[src/rtl/serialFrameTx_pkg.sv]
package serialFrameTx_pkg;

  // Frame phases; the 3-bit code leaves unused values, which the controller
  // treats as illegal and clears on the next tick.
  typedef enum logic [2:0] {
    PH_IDLE  = 3'd0,
    PH_ARMED = 3'd1,
    PH_START = 3'd2,
    PH_DATA  = 3'd3,
    PH_STOP  = 3'd4
  } phaseT;

  // Strobes from control to datapath
  typedef struct packed {
    logic load;      // capture the input byte
    logic driveLow;  // start bit
    logic driveData; // present the selected data bit
  } ctlT;

endpackage

[src/rtl/serialFrameTxCtrl.sv]
module serialFrameTxCtrl
  import serialFrameTx_pkg::*;
#(
  parameter int DATA_BITS = 8,
  parameter int STOP_BITS = 2,
  localparam int CNT_W = (DATA_BITS > 1) ? $clog2(DATA_BITS) : 1
) (
  input  logic             clk,
  input  logic             rstN,
  input  logic             baudTick,
  input  logic             startReq,
  output ctlT              ctl,
  output logic [CNT_W-1:0] bitSel,
  output logic             busy
);

  localparam logic [CNT_W-1:0] LAST_DATA = CNT_W'(DATA_BITS - 1);
  localparam logic [CNT_W-1:0] LAST_STOP = CNT_W'(STOP_BITS - 1);

  phaseT            phase;
  logic [CNT_W-1:0] bitCnt;

  always_ff @(posedge clk) begin
    if (!rstN) begin
      phase  <= PH_IDLE;
      bitCnt <= '0;
    end else begin
      case (phase)
        PH_IDLE:  if (startReq) phase <= PH_ARMED;
        PH_ARMED: if (baudTick) phase <= PH_START;
        PH_START: if (baudTick) begin
          phase  <= PH_DATA;
          bitCnt <= '0;
        end
        PH_DATA: if (baudTick) begin
          if (bitCnt == LAST_DATA) begin
            phase  <= PH_STOP;
            bitCnt <= '0;
          end else begin
            bitCnt <= bitCnt + 1'b1;
          end
        end
        PH_STOP: if (baudTick) begin
          if (bitCnt == LAST_STOP) begin
            phase  <= PH_IDLE;
            bitCnt <= '0;
          end else begin
            bitCnt <= bitCnt + 1'b1;
          end
        end
        default: if (baudTick) begin
          phase  <= PH_IDLE;
          bitCnt <= '0;
        end
      endcase
    end
  end

  always_comb begin
    ctl.load      = (phase == PH_IDLE) && startReq;
    ctl.driveLow  = (phase == PH_START);
    ctl.driveData = (phase == PH_DATA);
    bitSel        = bitCnt;
    busy          = (phase != PH_IDLE);
  end

  assert_arm_on_strobe_R3: assert property (@(posedge clk) disable iff (!rstN)
    (phase == PH_IDLE && startReq) |=> (phase == PH_ARMED));

  assert_start_on_tick_R3: assert property (@(posedge clk) disable iff (!rstN)
    (phase == PH_ARMED && baudTick) |=> (phase == PH_START));

  assert_hold_without_tick_R4: assert property (@(posedge clk) disable iff (!rstN)
    (phase != PH_IDLE && !baudTick) |=> ($stable(phase) && $stable(bitCnt)));

  assert_ignore_when_busy_R8: assert property (@(posedge clk) disable iff (!rstN)
    (phase != PH_IDLE && startReq && !baudTick) |=> (phase != PH_ARMED || $past(phase) == PH_ARMED));

endmodule

[src/rtl/serialFrameTxPath.sv]
module serialFrameTxPath
  import serialFrameTx_pkg::*;
#(
  parameter int DATA_BITS = 8,
  localparam int CNT_W = (DATA_BITS > 1) ? $clog2(DATA_BITS) : 1
) (
  input  logic                 clk,
  input  logic                 rstN,
  input  ctlT                  ctl,
  input  logic [CNT_W-1:0]     bitSel,
  input  logic [DATA_BITS-1:0] dataIn,
  output logic                 txLine
);

  logic [DATA_BITS-1:0] dataReg;

  always_ff @(posedge clk) begin
    if (!rstN)         dataReg <= '0;
    else if (ctl.load) dataReg <= dataIn;
  end

  always_comb begin
    if (ctl.driveLow)       txLine = 1'b0;
    else if (ctl.driveData) txLine = dataReg[bitSel];
    else                    txLine = 1'b1;
  end

  assert_capture_frozen_R7: assert property (@(posedge clk) disable iff (!rstN)
    !ctl.load |=> $stable(dataReg));

  assert_strobes_exclusive_R1: assert property (@(posedge clk) disable iff (!rstN)
    $onehot0({ctl.driveLow, ctl.driveData}));

endmodule

[src/rtl/serialFrameTx.sv]
module serialFrameTx
  import serialFrameTx_pkg::*;
#(
  parameter int DATA_BITS = 8,
  parameter int STOP_BITS = 2,
  localparam int CNT_W = (DATA_BITS > 1) ? $clog2(DATA_BITS) : 1
) (
  input  logic                 clk,
  input  logic                 rstN,
  input  logic                 baudTick,
  input  logic                 startReq,
  input  logic [DATA_BITS-1:0] dataIn,
  output logic                 busy,
  output logic                 txLine
);

  ctlT              ctl;
  logic [CNT_W-1:0] bitSel;

  serialFrameTxCtrl #(.DATA_BITS(DATA_BITS), .STOP_BITS(STOP_BITS)) ctrl_i (
    .clk(clk), .rstN(rstN), .baudTick(baudTick), .startReq(startReq),
    .ctl(ctl), .bitSel(bitSel), .busy(busy)
  );

  serialFrameTxPath #(.DATA_BITS(DATA_BITS)) path_i (
    .clk(clk), .rstN(rstN), .ctl(ctl), .bitSel(bitSel),
    .dataIn(dataIn), .txLine(txLine)
  );

  assert_idle_line_high_R6: assert property (@(posedge clk) disable iff (!rstN)
    !busy |-> txLine);

  assert_busy_from_strobe_R2: assert property (@(posedge clk) disable iff (!rstN)
    $rose(busy) |-> $past(startReq));

  assert_busy_ends_on_tick_R2: assert property (@(posedge clk) disable iff (!rstN)
    $fell(busy) |-> $past(baudTick));

endmodule

[config.mk]
export PLATFORM = sky130hd
export DESIGN_NAME = serialFrameTx
export DESIGN_NICKNAME = d
export VERILOG_FILES = /design/src/rtl/serialFrameTx_pkg.sv /design/src/rtl/serialFrameTxCtrl.sv /design/src/rtl/serialFrameTxPath.sv /design/src/rtl/serialFrameTx.sv
export SDC_FILE = /design/constraint.sdc
export NUM_CORES = 1
export LEC_CHECK = 0
export ABC_AREA = 1
export BUFFER_PORTS_ARGS = -buffer_cell sky130_fd_sc_hd__buf_2
export CAP_MARGIN = 0
export CORE_MARGIN = 3
export CORE_UTILIZATION = 56
export CTS_BUF_LIST = sky130_fd_sc_hd__clkbuf_8
export CTS_CLUSTER_DIAMETER = 50
export DETAILED_ROUTE_END_ITERATION = 8
export GPL_TIMING_DRIVEN = 0
export PLACE_DENSITY_LB_ADDON = 0.3
export SYNTH_ARGS = -nofsm -noshare
export SYNTH_HDL_FRONTEND = slang
export SYNTH_SLANG_ARGS = --single-unit
[constraint.sdc]
create_clock -name clk -period 1.6 [get_ports clk]
set_input_delay 0.24 -clock clk [delete_from_list [all_inputs] [get_ports clk]]
set_output_delay 0.24 -clock clk [all_outputs]
set_load 0.01 [all_outputs]
## Yosys cells after proc, flatten, opt, wreduce, memory -nomap -nowiden

Index checks and enable logic that the tools add are counted.

- Add/sub/neg operators: 1
- $lt $le $gt $ge: 1
- Eq/ne operators: 13
- Muxes and demuxes: 18
- Bitwise logic cells: 1
- Reduce and logical (&&, ||, !) cells: 7

Operator list:

| cell | count |
|---|---|
| two-way mux 3 bit | 12 |
| case mux 3 bit (5 select lines) | 1 |
| != test 2 bit, second input constant | 5 |
| case mux 3 bit (3 select lines) | 1 |
| AND reduction 8 bit | 1 |
| equality test 3 x 1 -> 1 bit, second input constant | 2 |
| equality test 3 x 2 -> 1 bit, second input constant | 2 |
| equality test 3 bit, second input constant | 2 |
| < comparator 3 x 4 -> 1 bit, second input constant | 1 |
| != test 2 x 1 -> 1 bit, second input constant | 2 |
| adder 3 x 1 -> 3 bit, second input constant | 1 |
| binary-select mux 1 bit (select 3 bit) | 1 |
| logical NOT 3 bit | 1 |
| two-way mux 1 bit | 3 |
| nonzero test 3 bit | 1 |
| AND reduction 2 bit | 1 |
| nonzero test 2 bit | 1 |
| OR reduction 2 bit | 1 |
| logical AND 1 bit | 1 |
| NOT 1 bit | 1 |

- Register bits after elaboration: 14
- Input bits: 12
- Output and inout port bits: 2

## Depth between registers and ports, before layout

- Word-level depth: 4
- Mapped depth: 10
- Gate-level depth less buffers: 10

## By module

From an unflattened synthesis, not the netlist that was laid out.

- Cells, all modules: 119
- Area, all modules: 767.0 um^2

Modules (own cells, without submodules):

| module | times used | cells each | area an instance (um^2) | seq. area each (um^2) |
|---|---|---|---|---|
| serialFrameTxCtrl | 1 | 66 | 416.6 | 120.1 |
| serialFrameTxPath | 1 | 53 | 350.3 | 160.2 |

## Worst setup path before layout

No wires, ideal clock.

- Path kind: reg-to-reg
- Start: reg ctrl_i.bitCnt[0], in the netlist ctrl_i.bitSel[0]
- End: reg ctrl_i.phase[0]
- Arrival time: 1228 ps
- Data required time: 1487 ps
- Setup slack: 260 ps
- Stages on the path, launching flop included: 9
- Buffers on the path: 0
- Period minus slack after synthesis: 1340 ps
- Cell sequence: dfxtp_1 ha_1 ha_1 nor3_1 nor2_2 nand2_2 nand2_1 nand2_1 nor2_1

- Word-level cells in the longest chain between the ends: 3
- Elaborated cells between the ends (all ways): 5

Ends and longest elaborated chain:

| what | RTL line | source |
|---|---|---|
| from (decl) | serialFrameTxCtrl.sv:21 | `logic [CNT_W-1:0] bitCnt;` |
| from (signal assigned) | serialFrameTxCtrl.sv:40 | `bitCnt <= bitCnt + 1'b1;` |
| from (signal assigned) | serialFrameTxCtrl.sv:48 | `bitCnt <= bitCnt + 1'b1;` |
| equality test 3 x 1 -> 1 bit or equality test 3 bit (tied branches) | serialFrameTxCtrl.sv:44, serialFrameTxCtrl.sv:36 |  |
| != test 2 x 1 -> 1 bit (no source line) | -- |  |
| AND reduction 8 bit (no source line) (*) | -- |  |
| to (signal assigned) | serialFrameTxCtrl.sv:37 | `phase <= PH_STOP;` |
| to (signal assigned) | serialFrameTxCtrl.sv:45 | `phase <= PH_IDLE;` |
| to (signal assigned) | serialFrameTxCtrl.sv:52 | `phase <= PH_IDLE;` |
| to (decl) | serialFrameTxCtrl.sv:20 | `phaseT phase;` |

Mark *: on every way between the ends. The rest lies on a longest branch, timed or not.
A chain may end at the register's enable or synchronous reset.

## Worst setup path in the final report

- Start: reg ctrl_i.bitCnt[0], in the netlist ctrl_i.bitSel[0]
- End: out txLine

- Word-level cells in the longest chain between the ends: 4

Ends and longest elaborated chain:

| what | RTL line | source |
|---|---|---|
| binary-select mux 1 bit (select 3 bit) | serialFrameTxPath.sv:24 | `else if (ctl.driveData) txLine = dataReg[bitSel];` |
| two-way mux 1 bit (implied by the code) | serialFrameTxPath.sv:24 |  |
| two-way mux 1 bit | serialFrameTxPath.sv:24 |  |
| two-way mux 1 bit | serialFrameTxPath.sv:23 | `if (ctl.driveLow) txLine = 1'b0;` |
| to (decl) | serialFrameTx.sv:14 | `output logic txLine` |

No other way between the ends. The select of a mux whose other input is x is not followed.

==> qor.yml <==
detailed_routing:
  vias: 810
  drt_iter0_markers: 26
  first_pass_iters: 4
  wl_um: 1800
  drc: 0
  wl_per_cell_um: 12.3
  vias_per_cell: 5.51
  ant_nets: 0
placed_design:
  portBuffers: 13
  place_ws_ns: 0.113
  dp_hpwl_um: 1230
  gp_congestion: 0.779
  placed_cell_area_um2: 862
  post-place-cells: 143
job:
  cap_violations: 0
floorplan:
  fp-row-count: 12
  start_util_pct: 64.9
  ios: 14
  die_x_um: 43.3
  dieArea_mm2: 0.00188
  core_area_mm2: 0.00120
  die_height_um: 43.3
worst_setup_path:
  worst_path_max_delay_cell: "dfxtp_4"
  worst_setup_path_start_kind: "flop"
  reg2reg_slack_ns: 0.19
  r2r_cells: 8
  crit_arrival_ns: 1.27
  worstPathRequired_ns: 1.36
  critPathKind: "flop to output port"
  worst-path-max-fanout: 8
  timing.critical_path.buf_inv: 3
  cpMostUsedCell: "nand3_1"
  rr_startpoint: "ctrl_i.bitSel[0]$_SDFFE_PN0P_"
  critPathMaxStageDelay_ns: 0.41
  end_kind: "output port"
  path_delay_family: "flip-flops"
  path_cells: "inv_4 -> nand2_1 -> nand3_1 -> nand3_1 -> nand3_1 -> nand2_1 -> inv_1 -> buf_2"
  r2r_end: "ctrl_i.phase[0]$_SDFFE_PN0P_"
global_routing:
  antenna_found_initial: 0
  grt_usage_pct: 21.4
  grt_pass1_wl_um: 3020
  grt_max_degree: 11
  grt_overflow: 0
  grt_pass1_vias: 733
synthesis:
  netlist.area_leader.share_pct: 36.0
  synth.yosys.seq_area_share_pct: 36.0
  syn_area_per_cell_um2: 6.72
  netlist_area_um2: 779
  ys.warnings.count: 0
  ys_ff_latch: 14
  postSynthCellCount: 116
  ys_types: 17
  netlist_top_cells_area: "dfxtp_1, nand2_1, a21oi_1"
  syn_nets: 132
  yosys.area.top_type: "dfxtp_1"
cells_and_area:
  fill_cells: 97
  fin_util_pct: 78.0
  num_antenna_cells: 0
  post_layout_nonfiller_instances: 147
  finalInstanceArea_um2: 937
  area_delta_synth_final_pct: 20.2
  fin_nets: 150
  drive_above_1_share_pct: 24.8
pwr:
  ir_drop_mv: 1.16
  leakage_nw: 0.451
  finalPower_mw: 1.40
  power_density_mw_per_mm2: 1490
hold_path:
  hp-start: "rstN"
  hold_path_end: "ctrl_i.bitSel[0]$_SDFFE_PN0P_"
  hp-class: "primary input to flop"
  whs_path_depth: 3
clocking:
  clock_latency_ns: 0.25
  cts_setup_buffers: 0
  ctsHoldBuffers: 0
  cts.htree.levels: 1
  cts_buffers: 3
  clkTransAtPathRegs_ns: 0.06
  cts_tree: "done"
  clkSinkCount: 14
  clockBufferDepth: 2
  ctsRootBufferMaster: "clkbuf_8"
sta:
  post-route-period-util_pct: 94.5
  hold_violations: 0
  slew_headroom_pct: 60.6
  maxSlewViolCount: 0
  finalSetupTns_ns: 0
  setup_viol: 0
  tightest_slew_ns: 0.585
  hold_ws_ns: 0.257
  min_period_ns: 1.51
  rsz0062_at_grt: "yes"
  skew_ns: 0.00607
  fin_ws_ns: 0.0885
  fmax_ghz: 0.662
status:
  status: "complete, no violations"
[area by class of cell]
| class | instances | area (um^2) | share of cell area [%] |
|---|---|---|---|
| sequential | 14 | 288 | 30.7 |
| clock buffer | 4 | 55.1 | 5.87 |
| timing repair buffer | 13 | 65.1 | 6.94 |
| multi-input combinational | 80 | 422 | 45.0 |
| buffer | 2 | 12.5 | 1.34 |
| tap | 14 | 17.5 | 1.87 |
| inverter | 20 | 77.6 | 8.28 |
[cell families (layout without fill, tap and decap cells)]
| kind of cell | Yosys count | after routing | share of synthesized area (%) |
|---|---|---|---|
| compound gates | 28 | 28 | 18.0 |
| fa+ha+maj | 4 | 4 | 6.42 |
| buf+inv | 22 | 39 | 11.2 |
| flops | 14 | 14 | 36.0 |
| simple gates | 48 | 48 | 28.4 |
[registers in the layout, indices dropped and copies added (netlist names)]
signal,cells
path_i.dataReg,8
ctrl_i.bitSel,3
ctrl_i.phase,3
[worst min-delay path: stages]
cell and delay [ns]:
buf_2 0.12, o21ai_0 0.07, a21oi_1 0.04
[power breakdown]
| part | switching, mW | total [mW] | leakage [nW] | internal (mW) |
|---|---|---|---|---|
| Clock | 0.130 | 0.348 | 0.0288 | 0.218 |
| Sequential | 0.0930 | 0.552 | 0.117 | 0.459 |
| Combinational | 0.305 | 0.495 | 0.305 | 0.190 |
| Total | 0.528 | 1.40 | 0.451 | 0.867 |
[worst max path at each step]
stage,cells after the start,endpoint,start
2_1_floorplan,8,ctrl_i.phase[0]$_SDFFE_PN0P_,ctrl_i.bitSel[0]$_SDFFE_PN0P_
3_3_place_gp,8,ctrl_i.phase[0]$_SDFFE_PN0P_,ctrl_i.bitSel[0]$_SDFFE_PN0P_
3_5_place_dp,8,ctrl_i.phase[0]$_SDFFE_PN0P_,ctrl_i.bitSel[0]$_SDFFE_PN0P_
4_1_cts,8,txLine,ctrl_i.bitSel[0]$_SDFFE_PN0P_
5_1_grt,8,txLine,ctrl_i.bitSel[0]$_SDFFE_PN0P_
6_report,8,txLine,ctrl_i.bitSel[0]$_SDFFE_PN0P_
[cell usage after synthesis]
cell type  number
nor3_1          1
o21ai_0        13
nand3_2         1
nand2_2         2
nor2_2          3
a21oi_1        15
dfxtp_1        14
nor2_1          4
or2_0           1
nand2_1        24
nand3_1        10
buf_2           1
ha_1            4
or2_2           1
nand3b_1        1
buf_4           1
inv_1          20
[placed cells by master (no fill, tap or decap)]
cell and n:
inv_1 19, nand3b_1 1, nor2_2 3, clkbuf_8 4, a21oi_1 15, nor3_2 1
or2_0 1, or2_2 1, o21ai_0 13, dfxtp_2 3, buf_4 1, nor2_1 4
nand2_2 2, nand3_2 2, dfxtp_1 10, nand3_1 9, dfxtp_4 1, ha_1 4
nand2_1 24, buf_2 14, inv_4 1
[layer usage]
layer / routed length [um] / GRT usage (%) / share of wire, %
met5: 0 / 0 / 0
met3: 129 / 6.36 / 7.2
met1: 822 / 26.5 / 46
met2: 771 / 33.3 / 43
met4: 79 / 10.8 / 4.4
[what timing repair did]
action	4_1_cts	5_1_grt
gates resized for setup	2	7
pin swaps	0	1
endpoints found under the hold margin	0	0
cloned	0	0
endpoints found under the setup margin	1	4
Note: power is estimated with default switching activity, not from simulation.
